**config.mk**
```make
export PLATFORM = sky130hd
export DESIGN_NAME = ucmp_timer
export DESIGN_NICKNAME = d
export VERILOG_FILES = /design/src/rtl/ucmp_pkg.sv /design/src/rtl/ucmp_regs.sv /design/src/rtl/ucmp_ctrl.sv /design/src/rtl/ucmp_match.sv /design/src/rtl/ucmp_timer.sv
export SDC_FILE = /design/constraint.sdc
export NUM_CORES = 1
export LEC_CHECK = 0
export CAP_MARGIN = 20
export CORE_MARGIN = 2
export CORE_UTILIZATION = 30
export CTS_CLUSTER_DIAMETER = 40
export DETAILED_ROUTE_END_ITERATION = 7
export GPL_ROUTABILITY_DRIVEN = 0
export GPL_TIMING_DRIVEN = 0
export PLACE_DENSITY = 0.45
export SLEW_MARGIN = 20
export SYNTH_ARGS = -nofsm -noshare
export SYNTH_HDL_FRONTEND = slang
export SYNTH_SLANG_ARGS = --single-unit
```
**constraint.sdc**
```tcl
create_clock -name clk -period 7.6 [get_ports clk]
set_clock_uncertainty 0.1 [all_clocks]
set_input_delay 1.52 -clock clk [delete_from_list [all_inputs] [get_ports clk]]
set_output_delay 1.52 -clock clk [all_outputs]
set_load 0.02 [all_outputs]
```
**src/rtl/ucmp_pkg.sv**
```systemverilog
package ucmp_pkg;
    localparam int CNT_W  = 16;
    localparam int BYTE_W = 8;

    typedef enum logic [1:0] {
        ST_STOP = 2'd0,
        ST_RUN  = 2'd1,
        ST_HOLD = 2'd2
    } run_state_t;

    localparam int A_MODE0 = 0;
    localparam int A_RUN   = 1;
    localparam int A_MENA  = 2;
    localparam int A_MENB  = 3;
    localparam int A_CA_L  = 4;
    localparam int A_CA_H  = 5;
    localparam int A_CB_L  = 6;
    localparam int A_CB_H  = 7;
    localparam int A_CNT_L = 8;
    localparam int A_CNT_H = 9;

    localparam logic [BYTE_W-1:0] MODE0_RSVD = 8'h2C;
    localparam logic [BYTE_W-1:0] RUN_RSVD   = 8'h07;
    localparam int RUN_EN_BIT   = 7;
    localparam int RUN_LOAD_BIT = 6;

    function automatic logic mode0_ok(input logic [BYTE_W-1:0] v);
        return (v & MODE0_RSVD) == '0;
    endfunction

    function automatic logic run_ok(input logic [BYTE_W-1:0] v);
        return ((v & RUN_RSVD) == '0) && !(v[RUN_EN_BIT] && v[RUN_LOAD_BIT]);
    endfunction
endpackage

```
**src/rtl/ucmp_regs.sv**
```systemverilog
module ucmp_regs
    import ucmp_pkg::*;
#(
    parameter int ADDR_W = 4
) (
    input  logic              clk,
    input  logic              rst_n,
    input  logic              bus_req,
    input  logic              bus_we,
    input  logic              bus_hw,
    input  logic [ADDR_W-1:0] bus_addr,
    input  logic [15:0]       bus_wdata,
    input  logic [CNT_W-1:0]  cnt_val,
    output logic [15:0]       bus_rdata,
    output logic              bus_ack,
    output logic              bus_err,
    output logic [CNT_W-1:0]  cmp_a,
    output logic [CNT_W-1:0]  cmp_b,
    output logic              men_a,
    output logic              men_b,
    output logic              ctl_stb,
    output logic              ctl_en
);
    logic [BYTE_W-1:0] mode0_q, run_q, mena_q, menb_q;
    logic [CNT_W-1:0]  ca_q, cb_q;
    logic              legal;
    logic              wr_ok;
    logic [15:0]       rd_mux;
    logic [15:0]       rdata_q;
    logic              ack_q, err_q;

    // access legality per address and size
    always_comb begin
        legal = 1'b0;
        case (bus_addr)
            ADDR_W'(A_MODE0): begin
                if (!bus_we)
                    legal = 1'b1;
                else if (bus_hw)
                    legal = mode0_ok(bus_wdata[15:8]) && run_ok(bus_wdata[7:0]);
                else
                    legal = mode0_ok(bus_wdata[7:0]);
            end
            ADDR_W'(A_RUN):   legal = !bus_hw && (!bus_we || run_ok(bus_wdata[7:0]));
            ADDR_W'(A_MENA),
            ADDR_W'(A_MENB):  legal = !bus_hw;
            ADDR_W'(A_CA_L),
            ADDR_W'(A_CB_L):  legal = 1'b1;
            ADDR_W'(A_CA_H),
            ADDR_W'(A_CB_H):  legal = !bus_hw;
            ADDR_W'(A_CNT_L): legal = !bus_we;
            ADDR_W'(A_CNT_H): legal = !bus_we && !bus_hw;
            default:          legal = 1'b0;
        endcase
    end

    // read data selection
    always_comb begin
        rd_mux = '0;
        case (bus_addr)
            ADDR_W'(A_MODE0): rd_mux = bus_hw ? {mode0_q, run_q} : {8'h00, mode0_q};
            ADDR_W'(A_RUN):   rd_mux = {8'h00, run_q};
            ADDR_W'(A_MENA):  rd_mux = {8'h00, mena_q};
            ADDR_W'(A_MENB):  rd_mux = {8'h00, menb_q};
            ADDR_W'(A_CA_L):  rd_mux = bus_hw ? ca_q : {8'h00, ca_q[7:0]};
            ADDR_W'(A_CA_H):  rd_mux = {8'h00, ca_q[15:8]};
            ADDR_W'(A_CB_L):  rd_mux = bus_hw ? cb_q : {8'h00, cb_q[7:0]};
            ADDR_W'(A_CB_H):  rd_mux = {8'h00, cb_q[15:8]};
            ADDR_W'(A_CNT_L): rd_mux = bus_hw ? cnt_val : {8'h00, cnt_val[7:0]};
            ADDR_W'(A_CNT_H): rd_mux = {8'h00, cnt_val[15:8]};
            default:          rd_mux = '0;
        endcase
    end

    assign wr_ok   = bus_req && bus_we && legal;
    assign ctl_stb = wr_ok && ((bus_addr == ADDR_W'(A_RUN)) ||
                               (bus_addr == ADDR_W'(A_MODE0) && bus_hw));
    assign ctl_en  = bus_wdata[RUN_EN_BIT];

    always_ff @(posedge clk or negedge rst_n) begin
        if (!rst_n) begin
            mode0_q <= '0;
            run_q   <= '0;
            mena_q  <= '0;
            menb_q  <= '0;
            ca_q    <= '0;
            cb_q    <= '0;
        end else if (wr_ok) begin
            case (bus_addr)
                ADDR_W'(A_MODE0): begin
                    if (bus_hw) begin
                        mode0_q <= bus_wdata[15:8];
                        run_q   <= bus_wdata[7:0];
                    end else begin
                        mode0_q <= bus_wdata[7:0];
                    end
                end
                ADDR_W'(A_RUN):  run_q  <= bus_wdata[7:0];
                ADDR_W'(A_MENA): mena_q <= bus_wdata[7:0];
                ADDR_W'(A_MENB): menb_q <= bus_wdata[7:0];
                ADDR_W'(A_CA_L): begin
                    if (bus_hw) ca_q <= bus_wdata;
                    else        ca_q[7:0] <= bus_wdata[7:0];
                end
                ADDR_W'(A_CA_H): ca_q[15:8] <= bus_wdata[7:0];
                ADDR_W'(A_CB_L): begin
                    if (bus_hw) cb_q <= bus_wdata;
                    else        cb_q[7:0] <= bus_wdata[7:0];
                end
                ADDR_W'(A_CB_H): cb_q[15:8] <= bus_wdata[7:0];
                default: ;
            endcase
        end
    end

    always_ff @(posedge clk or negedge rst_n) begin
        if (!rst_n) begin
            ack_q   <= 1'b0;
            err_q   <= 1'b0;
            rdata_q <= '0;
        end else begin
            ack_q   <= bus_req;
            err_q   <= bus_req && !legal;
            rdata_q <= (bus_req && !bus_we && legal) ? rd_mux : '0;
        end
    end

    assign bus_ack   = ack_q;
    assign bus_err   = err_q;
    assign bus_rdata = rdata_q;
    assign cmp_a     = ca_q;
    assign cmp_b     = cb_q;
    assign men_a     = mena_q[0];
    assign men_b     = menb_q[0];

    p_mode0_rsvd_r7: assert property (@(posedge clk) disable iff (!rst_n)
        (mode0_q & MODE0_RSVD) == '0);
    p_run_combo_r8: assert property (@(posedge clk) disable iff (!rst_n)
        !(run_q[RUN_EN_BIT] && run_q[RUN_LOAD_BIT]) && ((run_q & RUN_RSVD) == '0));
    p_err_with_ack_r9: assert property (@(posedge clk) disable iff (!rst_n)
        bus_err |-> bus_ack);
    p_ack_after_req_r10: assert property (@(posedge clk) disable iff (!rst_n)
        bus_ack |-> $past(bus_req));
    p_err_keeps_run_r9: assert property (@(posedge clk) disable iff (!rst_n)
        bus_err |-> $stable(run_q));
endmodule

```
**src/rtl/ucmp_ctrl.sv**
```systemverilog
module ucmp_ctrl
    import ucmp_pkg::*;
(
    input  logic             clk,
    input  logic             rst_n,
    input  logic             tick,
    input  logic             ctl_stb,
    input  logic             ctl_en,
    input  logic [CNT_W-1:0] cmp_a,
    output logic [CNT_W-1:0] cnt_o,
    output logic             adv_o,
    output logic [CNT_W-1:0] raw_o,
    output logic             ovf_o
);
    run_state_t       state_q, state_d, arm_state;
    logic [CNT_W-1:0] cnt_q, per_q, raw;
    logic             adv, wrap, ovf_q;

    assign arm_state = (cmp_a == '0) ? ST_HOLD : ST_RUN;

    always_comb begin
        state_d = state_q;
        unique case (state_q)
            ST_STOP: if (ctl_stb && ctl_en) state_d = arm_state;
            ST_RUN:  if (ctl_stb) state_d = ctl_en ? arm_state : ST_STOP;
            ST_HOLD: if (ctl_stb) state_d = ctl_en ? arm_state : ST_STOP;
            default: state_d = ST_STOP;
        endcase
    end

    always_ff @(posedge clk or negedge rst_n) begin
        if (!rst_n) state_q <= ST_STOP;
        else        state_q <= state_d;
    end

    assign adv  = (state_q == ST_RUN) && tick && !ctl_stb;
    assign raw  = cnt_q + 1'b1;
    assign wrap = adv && (cnt_q == per_q - CNT_W'(1));

    always_ff @(posedge clk or negedge rst_n) begin
        if (!rst_n) begin
            cnt_q <= '0;
            per_q <= '0;
            ovf_q <= 1'b0;
        end else if (ctl_stb) begin
            cnt_q <= '0;
            ovf_q <= 1'b0;
            if (ctl_en) per_q <= cmp_a;
        end else if (adv) begin
            cnt_q <= wrap ? '0 : raw;
            ovf_q <= wrap;
        end else begin
            ovf_q <= 1'b0;
        end
    end

    assign cnt_o = cnt_q;
    assign adv_o = adv;
    assign raw_o = raw;
    assign ovf_o = ovf_q;

    p_stop_zero_r5: assert property (@(posedge clk) disable iff (!rst_n)
        (state_q != ST_RUN) |-> (cnt_q == '0));
    p_below_period_r3: assert property (@(posedge clk) disable iff (!rst_n)
        (state_q == ST_RUN) |-> (cnt_q < per_q));
    p_ovf_at_end_r3: assert property (@(posedge clk) disable iff (!rst_n)
        ovf_q |-> ($past(cnt_q) == per_q - CNT_W'(1)) && (cnt_q == '0));
    p_hold_idle_r4: assert property (@(posedge clk) disable iff (!rst_n)
        (state_q == ST_HOLD) |-> !ovf_q);
endmodule

```
**src/rtl/ucmp_match.sv**
```systemverilog
module ucmp_match
    import ucmp_pkg::*;
(
    input  logic             clk,
    input  logic             rst_n,
    input  logic             adv,
    input  logic [CNT_W-1:0] raw,
    input  logic [CNT_W-1:0] cmp,
    input  logic             en,
    output logic             hit_o
);
    logic hit_q;

    always_ff @(posedge clk or negedge rst_n) begin
        if (!rst_n) hit_q <= 1'b0;
        else        hit_q <= adv && en && (raw == cmp);
    end

    assign hit_o = hit_q;

    p_hit_needs_tick_r6: assert property (@(posedge clk) disable iff (!rst_n)
        hit_q |-> $past(adv) && $past(en));
endmodule

```
**src/rtl/ucmp_timer.sv**
```systemverilog
module ucmp_timer
    import ucmp_pkg::*;
#(
    parameter int ADDR_W = 4
) (
    input  logic              clk,
    input  logic              rst_n,
    input  logic              cnt_tick,
    input  logic              bus_req,
    input  logic              bus_we,
    input  logic              bus_hw,
    input  logic [ADDR_W-1:0] bus_addr,
    input  logic [15:0]       bus_wdata,
    output logic [15:0]       bus_rdata,
    output logic              bus_ack,
    output logic              bus_err,
    output logic              ovf_o,
    output logic              match_a_o,
    output logic              match_b_o
);
    localparam int N_MATCH = 2;

    logic [CNT_W-1:0] cmp_a, cmp_b, cnt_val, raw;
    logic             men_a, men_b, ctl_stb, ctl_en, adv;
    logic [CNT_W-1:0] cmp_arr [N_MATCH];
    logic             en_arr  [N_MATCH];
    logic             hit_arr [N_MATCH];

    ucmp_regs #(.ADDR_W(ADDR_W)) regs_i (
        .clk(clk), .rst_n(rst_n),
        .bus_req(bus_req), .bus_we(bus_we), .bus_hw(bus_hw),
        .bus_addr(bus_addr), .bus_wdata(bus_wdata), .cnt_val(cnt_val),
        .bus_rdata(bus_rdata), .bus_ack(bus_ack), .bus_err(bus_err),
        .cmp_a(cmp_a), .cmp_b(cmp_b), .men_a(men_a), .men_b(men_b),
        .ctl_stb(ctl_stb), .ctl_en(ctl_en)
    );

    ucmp_ctrl ctrl_i (
        .clk(clk), .rst_n(rst_n), .tick(cnt_tick),
        .ctl_stb(ctl_stb), .ctl_en(ctl_en), .cmp_a(cmp_a),
        .cnt_o(cnt_val), .adv_o(adv), .raw_o(raw), .ovf_o(ovf_o)
    );

    assign cmp_arr[0] = cmp_a;
    assign cmp_arr[1] = cmp_b;
    assign en_arr[0]  = men_a;
    assign en_arr[1]  = men_b;

    for (genvar g = 0; g < N_MATCH; g++) begin : g_match
        ucmp_match match_i (
            .clk(clk), .rst_n(rst_n), .adv(adv), .raw(raw),
            .cmp(cmp_arr[g]), .en(en_arr[g]), .hit_o(hit_arr[g])
        );
    end

    assign match_a_o = hit_arr[0];
    assign match_b_o = hit_arr[1];
endmodule

```
==> results.md, run 1 <==
- Switching power: 0.000455 W
- Slowest CP cell: nor3_2
- Non-Filler Instances: 1079
- Count leader, synth: dfrtp_1
- Max VDD drop: 0.000130 V
- Setup violations, final: 0
- Worst hold path type: reg2reg
- Maxcap violations: 0
- Antenna violations before repair: 0
- Largest area contributor in the netlist: dfrtp_1
- Lkg Pwr: 3.52 nW
- Logic pwr share: 0.101
- GRT Resource Usage Total: 0.203
- Num Clock Sinks: 119
- Fmax: 203 MHz
- Post-DR vias/cell: 5.43
- Core area: 23300 sq um
- Std cell rows: 56
- Setup Buffers After CTS: 0
- Iter 0 DRT Violations: 595
- DR pass1 iterations: 8
- Post-DR wirelength/cell: 22.4 microns
- CTS Hold Bufs: 0
- Slew Limit Fails: 0
- Final Cycle Share: 0.650
- Register area share after synthesis: 0.422
- Worst EP required: 7.77 ns
- Top_reg_cell synth: dfrtp_1
- Post-route DRC: 0
- Post-synth net total: 712
- Clock-pin slew on the worst setup and hold paths: 0.05 ns
- Inserted Clock Buffers: 17
- Area grow syn2layout: 22.1%
- Deepest clock path buffer count: 2
- Synthesized area: 7050 sq um
- Post-synth top cells: dfrtp_1 (119), mux2_2 (98), nor2_1 (48), xnor2_1 (41), clkbuf_1 (33)
- Status: finished, final reports clean
- Arr. time, crit path: 5.11 ns
- Synthesized area per cell: 10.4 sq um
- Delay-heaviest family, CP: buffers and inverters
- Vias after detailed routing: 5858
- Worst slew pin tran: 1.13 ns
- Total negative setup slack: 0 ns
- Internal: 0.00136 W
- WHS Path Cells: 1
- CP Launch Point: bus_hw
- Clock power share: 0.487
- Final HPWL DP: 17600 microns
- WP depth: 8
- Switch share: 0.250
- Critical path class: in2reg
- Antenna Nets Post-Route: 0
- CP max FO: 10
- CTS tree: yes
- Synth cell types: 69
- Area contributors post-synth: dfrtp_1 (42%), mux2_2 (16%), xnor2_1 (5.1%)
- Die Y: 157 microns
- CP endpoint kind: flop
- Worst r2r src: ctrl_i.cnt_o[2]
- Worst-Skew Late Latency: 0.42 ns
- Async set-or-reset flop fraction in the synthesized netlist: 1.00
- Filler cells: 2379
- Largest net degree at the start of global routing: 69
- Cell chosen for the clock root: clkbuf_16
- Critical-path cell list: clkdlybuf4s50_1 > buf_1 > nor2_1 > nor3_2 > and4_1 > clkbuf_1 > clkbuf_1 > o21ai_0
- Crit start category: input port
- Die area: 24800 sq um
- Vias in the first global route: 5891
- Proportion of netlist area held by the largest area contributor: 0.422
- Final wirelength: 24200 microns
- Slew HR: 0.240
- Final hold violations: 0
- Total power: 0.00182 W
- Multi-input gate area: 3860 sq um
- YS warnings: 0
- Chip Width: 157 microns
- EDFF count, synth: 0
- Cts repair resizes: 0
- Final core occ: 0.370
- Reg2Reg Depth: 8
- WP buf/inv: 4
- Share of cells above drive strength 1: 0.212
- Max incr delay on CP: 0.69 ns
- Hold_sp: regs_i.mena_q[2]
- Yosys reg bits: 119
- Cells after Synth: 681
- Placed cells: 1047
- Final Net Count: 778
- Initial Util: 0.303
- Grt ovf: 0
- RSZ-0062 raised after global routing: false
- N_diodes: 0
- Sequential cell area: 2980 sq um
- Most common cell on crit path: clkbuf_1
- Cell Pwr Density: 211 nW/um^2
- Tmin final: 4.94 ns
- Register share of total power: 0.412
- Port bufs: 45
- First-pass GRT wire length: 36900 microns
- H-tree levels: 4
- I/O pins: 47
==> area by class of cell <==
class | instances | share of cell area
multi-input cells | 503 | 0.449
flip-flops and latches | 119 | 0.346
clock buffers | 25 | 0.0598
repair buffers | 47 | 0.0562
well taps | 319 | 0.0463
plain buffers | 45 | 0.0214
clock inverters | 7 | 0.0160
inverters | 14 | 0.00610
==> through the flow <==
step | hold WS, ns | setup slack (ns) | instance area [sq um]
after floorplan | 0.364 | 3.63 | 7050
after global placement | 0.388 | 0.210 | 7900
after detailed placement | 0.396 | 2.33 | 7950
after CTS | 0.408 | 2.80 | 8600
after global routing | 0.430 | 2.54 | 8610
final | 0.408 | 2.66 | 8610
==> path summary, 6_finish.rpt <==
check | end | slack (ns)
max | ctrl_i.cnt_o[10] | 2.66
min | regs_i.mena_q[2] | 0.41
max reg2reg | g_match[1].match_i.hit_o | 3.97
min reg2reg | regs_i.mena_q[2] | 0.41
max in group asynchronous | ctrl_i.per_q[1] | 5.75
min in group asynchronous | regs_i.cmp_a[14] | 0.94
==> placed cells by master, fill, tap and decap left out, types with 6 or more instances in the layout <==
cell type,netlist,routed
dfrtp_1,119,119
mux2_2,98,98
nor2_1,48,48
clkdlybuf4s50_1,0,44
xnor2_1,41,41
clkbuf_1,33,35
nand2_1,29,29
a22oi_1,27,27
a21oi_1,27,27
xor2_1,25,25
nor4_1,21,20
nand3_1,18,18
clkbuf_16,0,17
inv_1,14,14
nor2b_1,14,14
nor3_1,15,13
o21ai_0,12,12
mux2i_1,10,10
buf_1,7,7
a31oi_1,7,7
nand4_1,7,7
nand2b_1,6,6
o22ai_1,6,6
a32oi_1,6,6
clkbuf_8,0,6
==> layer usage <==
layer	vias up	track usage	wire length (microns)
met4	0	0.0723	737
met2	236	0.320	11200
met3	50	0.0402	1540
met1	2941	0.276	10700
li1	2631	-	-
met5	-	0	0
==> flip-flops by register name, summed over array words and instances (netlist names) <==
signal                 flops
regs_i.cmp_b              16
ctrl_i.ovf_o               1
regs_i.mena_q              8
regs_i.bus_rdata          16
regs_i.mode0_q             8
ctrl_i.cnt_o              16
regs_i.run_q               8
g_match.match_i.hit_o      2
regs_i.bus_err             1
regs_i.bus_ack             1
ctrl_i.per_q              16
regs_i.cmp_a              16
regs_i.menb_q              8
ctrl_i.state_q             2
==> power groups by stage <==
stage / combinational (W) / sequential, W / clock (W)
floorplan: 0.000117 / 0.000716 / 0
global placement: 0.000178 / 0.000759 / 0
detailed placement: 0.000184 / 0.000759 / 0
CTS: 0.000184 / 0.000747 / 0.000903
global route: 0.000201 / 0.000752 / 0.000930
finish: 0.000184 / 0.000749 / 0.000887
==> cells by family (layout without fill, tap and decap cells) <==
kind of cell | after synthesis | after routing | share of synthesized area
compound gates | 122 | 122 | 0.125
xor+xnor | 66 | 66 | 0.0820
fa+ha+maj | 5 | 5 | 0.00887
buf+inv | 59 | 138 | 0.0335
flops | 119 | 119 | 0.422
mux | 108 | 108 | 0.171
simple gates | 202 | 202 | 0.158
Power figures use the tool's default switching activity.
==> run 2: changes to the inputs <==
PLACE_DENSITY = 0.47   (was 0.45)
clock period = 4.3 ns   (was 7.6 ns; I/O delays follow)
==> results.md, run 2 (synthesis gave the netlist of run 1 again) <==
- Status: finished, final reports clean
- Cell Pwr Density: 355 nW/um^2 (+68%)
- Port bufs: 45 (unchanged)
- GRT Resource Usage Total: 0.201 (-0.00136)
- First-pass GRT wire length: 36600 microns (-0.84%)
- Post-DR vias/cell: 5.42 (-0.10%)
- Final core occ: 0.367 (-0.00366)
- Setup Buffers After CTS: 0 (unchanged)
- Crit start category: input port
- Worst slew pin tran: 1.05 ns (-0.0824 ns)
- Die area: 24800 sq um (unchanged)
- Final hold violations: 0 (unchanged)
- Placed cells: 1047 (unchanged)
- Vias after detailed routing: 5852 (-0.10%)
- Most common cell after layout, fill and taps aside: dfrtp_1
- Slew Limit Fails: 0 (unchanged)
- Final wirelength: 23800 microns (-1.6%)
- Slew HR: 0.295 (+0.0554)
- Deepest clock path buffer count: 2 (unchanged)
- Core area: 23300 sq um (unchanged)
- Share of cells above drive strength 1: 0.209 (-0.00263)
- Reg2Reg Depth: 8 (unchanged)
- Critical path class: in2reg
- CP endpoint kind: flop
- CTS tree: yes
- Antenna Nets Post-Route: 0 (unchanged)
- Worst r2r src: ctrl_i.cnt_o[0]
- Setup violations, final: 0 (unchanged)
- Die Y: 157 microns (unchanged)
- Initial Util: 0.303 (unchanged)
- Worst EP required: 4.46 ns (-3.31 ns)
- Max VDD drop: 0.000253 V (+95%)
- Worst-Skew Late Latency: 0.42 ns (about the same)
- Most frequent cells in the layout: dfrtp_1 (119), mux2_2 (98), nor2_1 (48)
- Worst hold path type: in2async
- Fmax: 241 MHz
- Total negative setup slack: 0 ns (unchanged)
- Reg-to-reg endpoint: g_match[0].match_i.hit_o
- Area grow syn2layout: 20.9%
- Post-DR wirelength/cell: 22.1 microns (-1.6%)
- Non-Filler Instances: 1079 (unchanged)
- Cts repair resizes: 0 (unchanged)
- Inserted Clock Buffers: 17 (unchanged)
- I/O pins: 47 (unchanged)
- DR pass1 iterations: 5 (-3)
- Lkg Pwr: 3.48 nW (-1.2%)
- Arr. time, crit path: 4.31 ns (-0.80 ns)
- Maxcap violations: 0 (unchanged)
- Grt ovf: 0 (unchanged)
- Tmin final: 4.15 ns
- Num Clock Sinks: 119 (unchanged)
- Iter 0 DRT Violations: 601 (+1.0%)
- RSZ-0062 raised after global routing: false
- Post-route DRC: 0 (unchanged)
- R2r setup slk: 0.74 ns (-3.23 ns)
- Clock-pin slew on the worst setup and hold paths: 0.05 ns (about the same)
- Antenna violations before repair: 0 (unchanged)
- CTS Hold Bufs: 0 (unchanged)
- Chip Width: 157 microns (unchanged)
- Std cell rows: 56 (unchanged)
- CP max FO: 10 (unchanged)
- Largest net degree at the start of global routing: 63 (-8.7%)
- Final HPWL DP: 17300 microns (-1.6%)
- N_diodes: 0 (unchanged)
- Cell chosen for the clock root: clkbuf_16
- Final Cycle Share: 0.965
- H-tree levels: 4 (unchanged)
- Vias in the first global route: 5955 (+1.1%)
- Final Net Count: 778 (unchanged)
[run 2: changes by cell type in the layout (fill, tap and decap cells not counted)]
| cell | previous run | this run |
|---|---|---|
| bufinv_16 | 4 | 2 |
| clkbuf_1 | 35 | 37 |
| clkbuf_8 | 6 | 2 |
| clkinv_2 | 2 | 5 |
| clkinvlp_4 | 1 | 2 |
[run 2: how the worst max path moves through the flow]
stage,startpoint,depth (start not counted),to,slack (ns)
final,bus_hw,8,regs_i.run_q[7],0.15
after global routing,bus_hw,8,regs_i.run_q[7],0.003
after CTS,bus_hw,8,regs_i.run_q[7],0.20
after detailed placement,bus_hw,8,regs_i.run_q[7],-0.22
after global placement,rst_n,1,ctrl_i.cnt_o[2],-2.49
after floorplan,bus_addr[0],7,regs_i.mena_q[0],0.99
[run 2: where the power goes]
part	internal [W]	total, W	switching, W
clock network	0.000877	0.00138	0.000504
logic	0.000161	0.000326	0.000165
registers	0.00119	0.00132	0.000134
[run 2: cell type report]
type | count | area (sq um)
Inverter | 14 | 52.6
Multi-Input combinational cell | 503 | 3860
Tap cell | 319 | 399
Clock inverter | 9 | 100
Sequential cell | 119 | 2980
Clock buffer | 23 | 468
Fill cell | 2379 | 14700
Buffer | 45 | 184
Timing Repair Buffer | 47 | 484
[run 2: through the flow]
| step | hold WS (ns) | cell area (sq um) | total power (W) | worst slack, ns |
|---|---|---|---|---|
| after CTS | 0.321 | 8520 | 0.00306 | 0.200 |
| after global placement | 0.391 | 7900 | 0.00165 | -2.49 |
| after global routing | 0.343 | 8530 | 0.00315 | 0.00348 |
| after detailed placement | 0.391 | 7950 | 0.00166 | -0.217 |
| after floorplan | 0.364 | 7050 | 0.00147 | 0.989 |
| final | 0.301 | 8530 | 0.00303 | 0.152 |
[run 2: worst max-delay path: stages]
cell             delay, ns
clkdlybuf4s50_1       0.51
buf_1                 0.54
nor2_1                0.12
nor3_2                0.63
and4_1                0.45
clkbuf_1              0.55
clkbuf_1              0.47
o21ai_0               0.17
[run 2: metal layers]
layer / global-route usage / share of wire
met5: 0 / 0
met4: 0.0727 / 0.032
met3: 0.0463 / 0.069
met2: 0.317 / 0.46
met1: 0.270 / 0.44
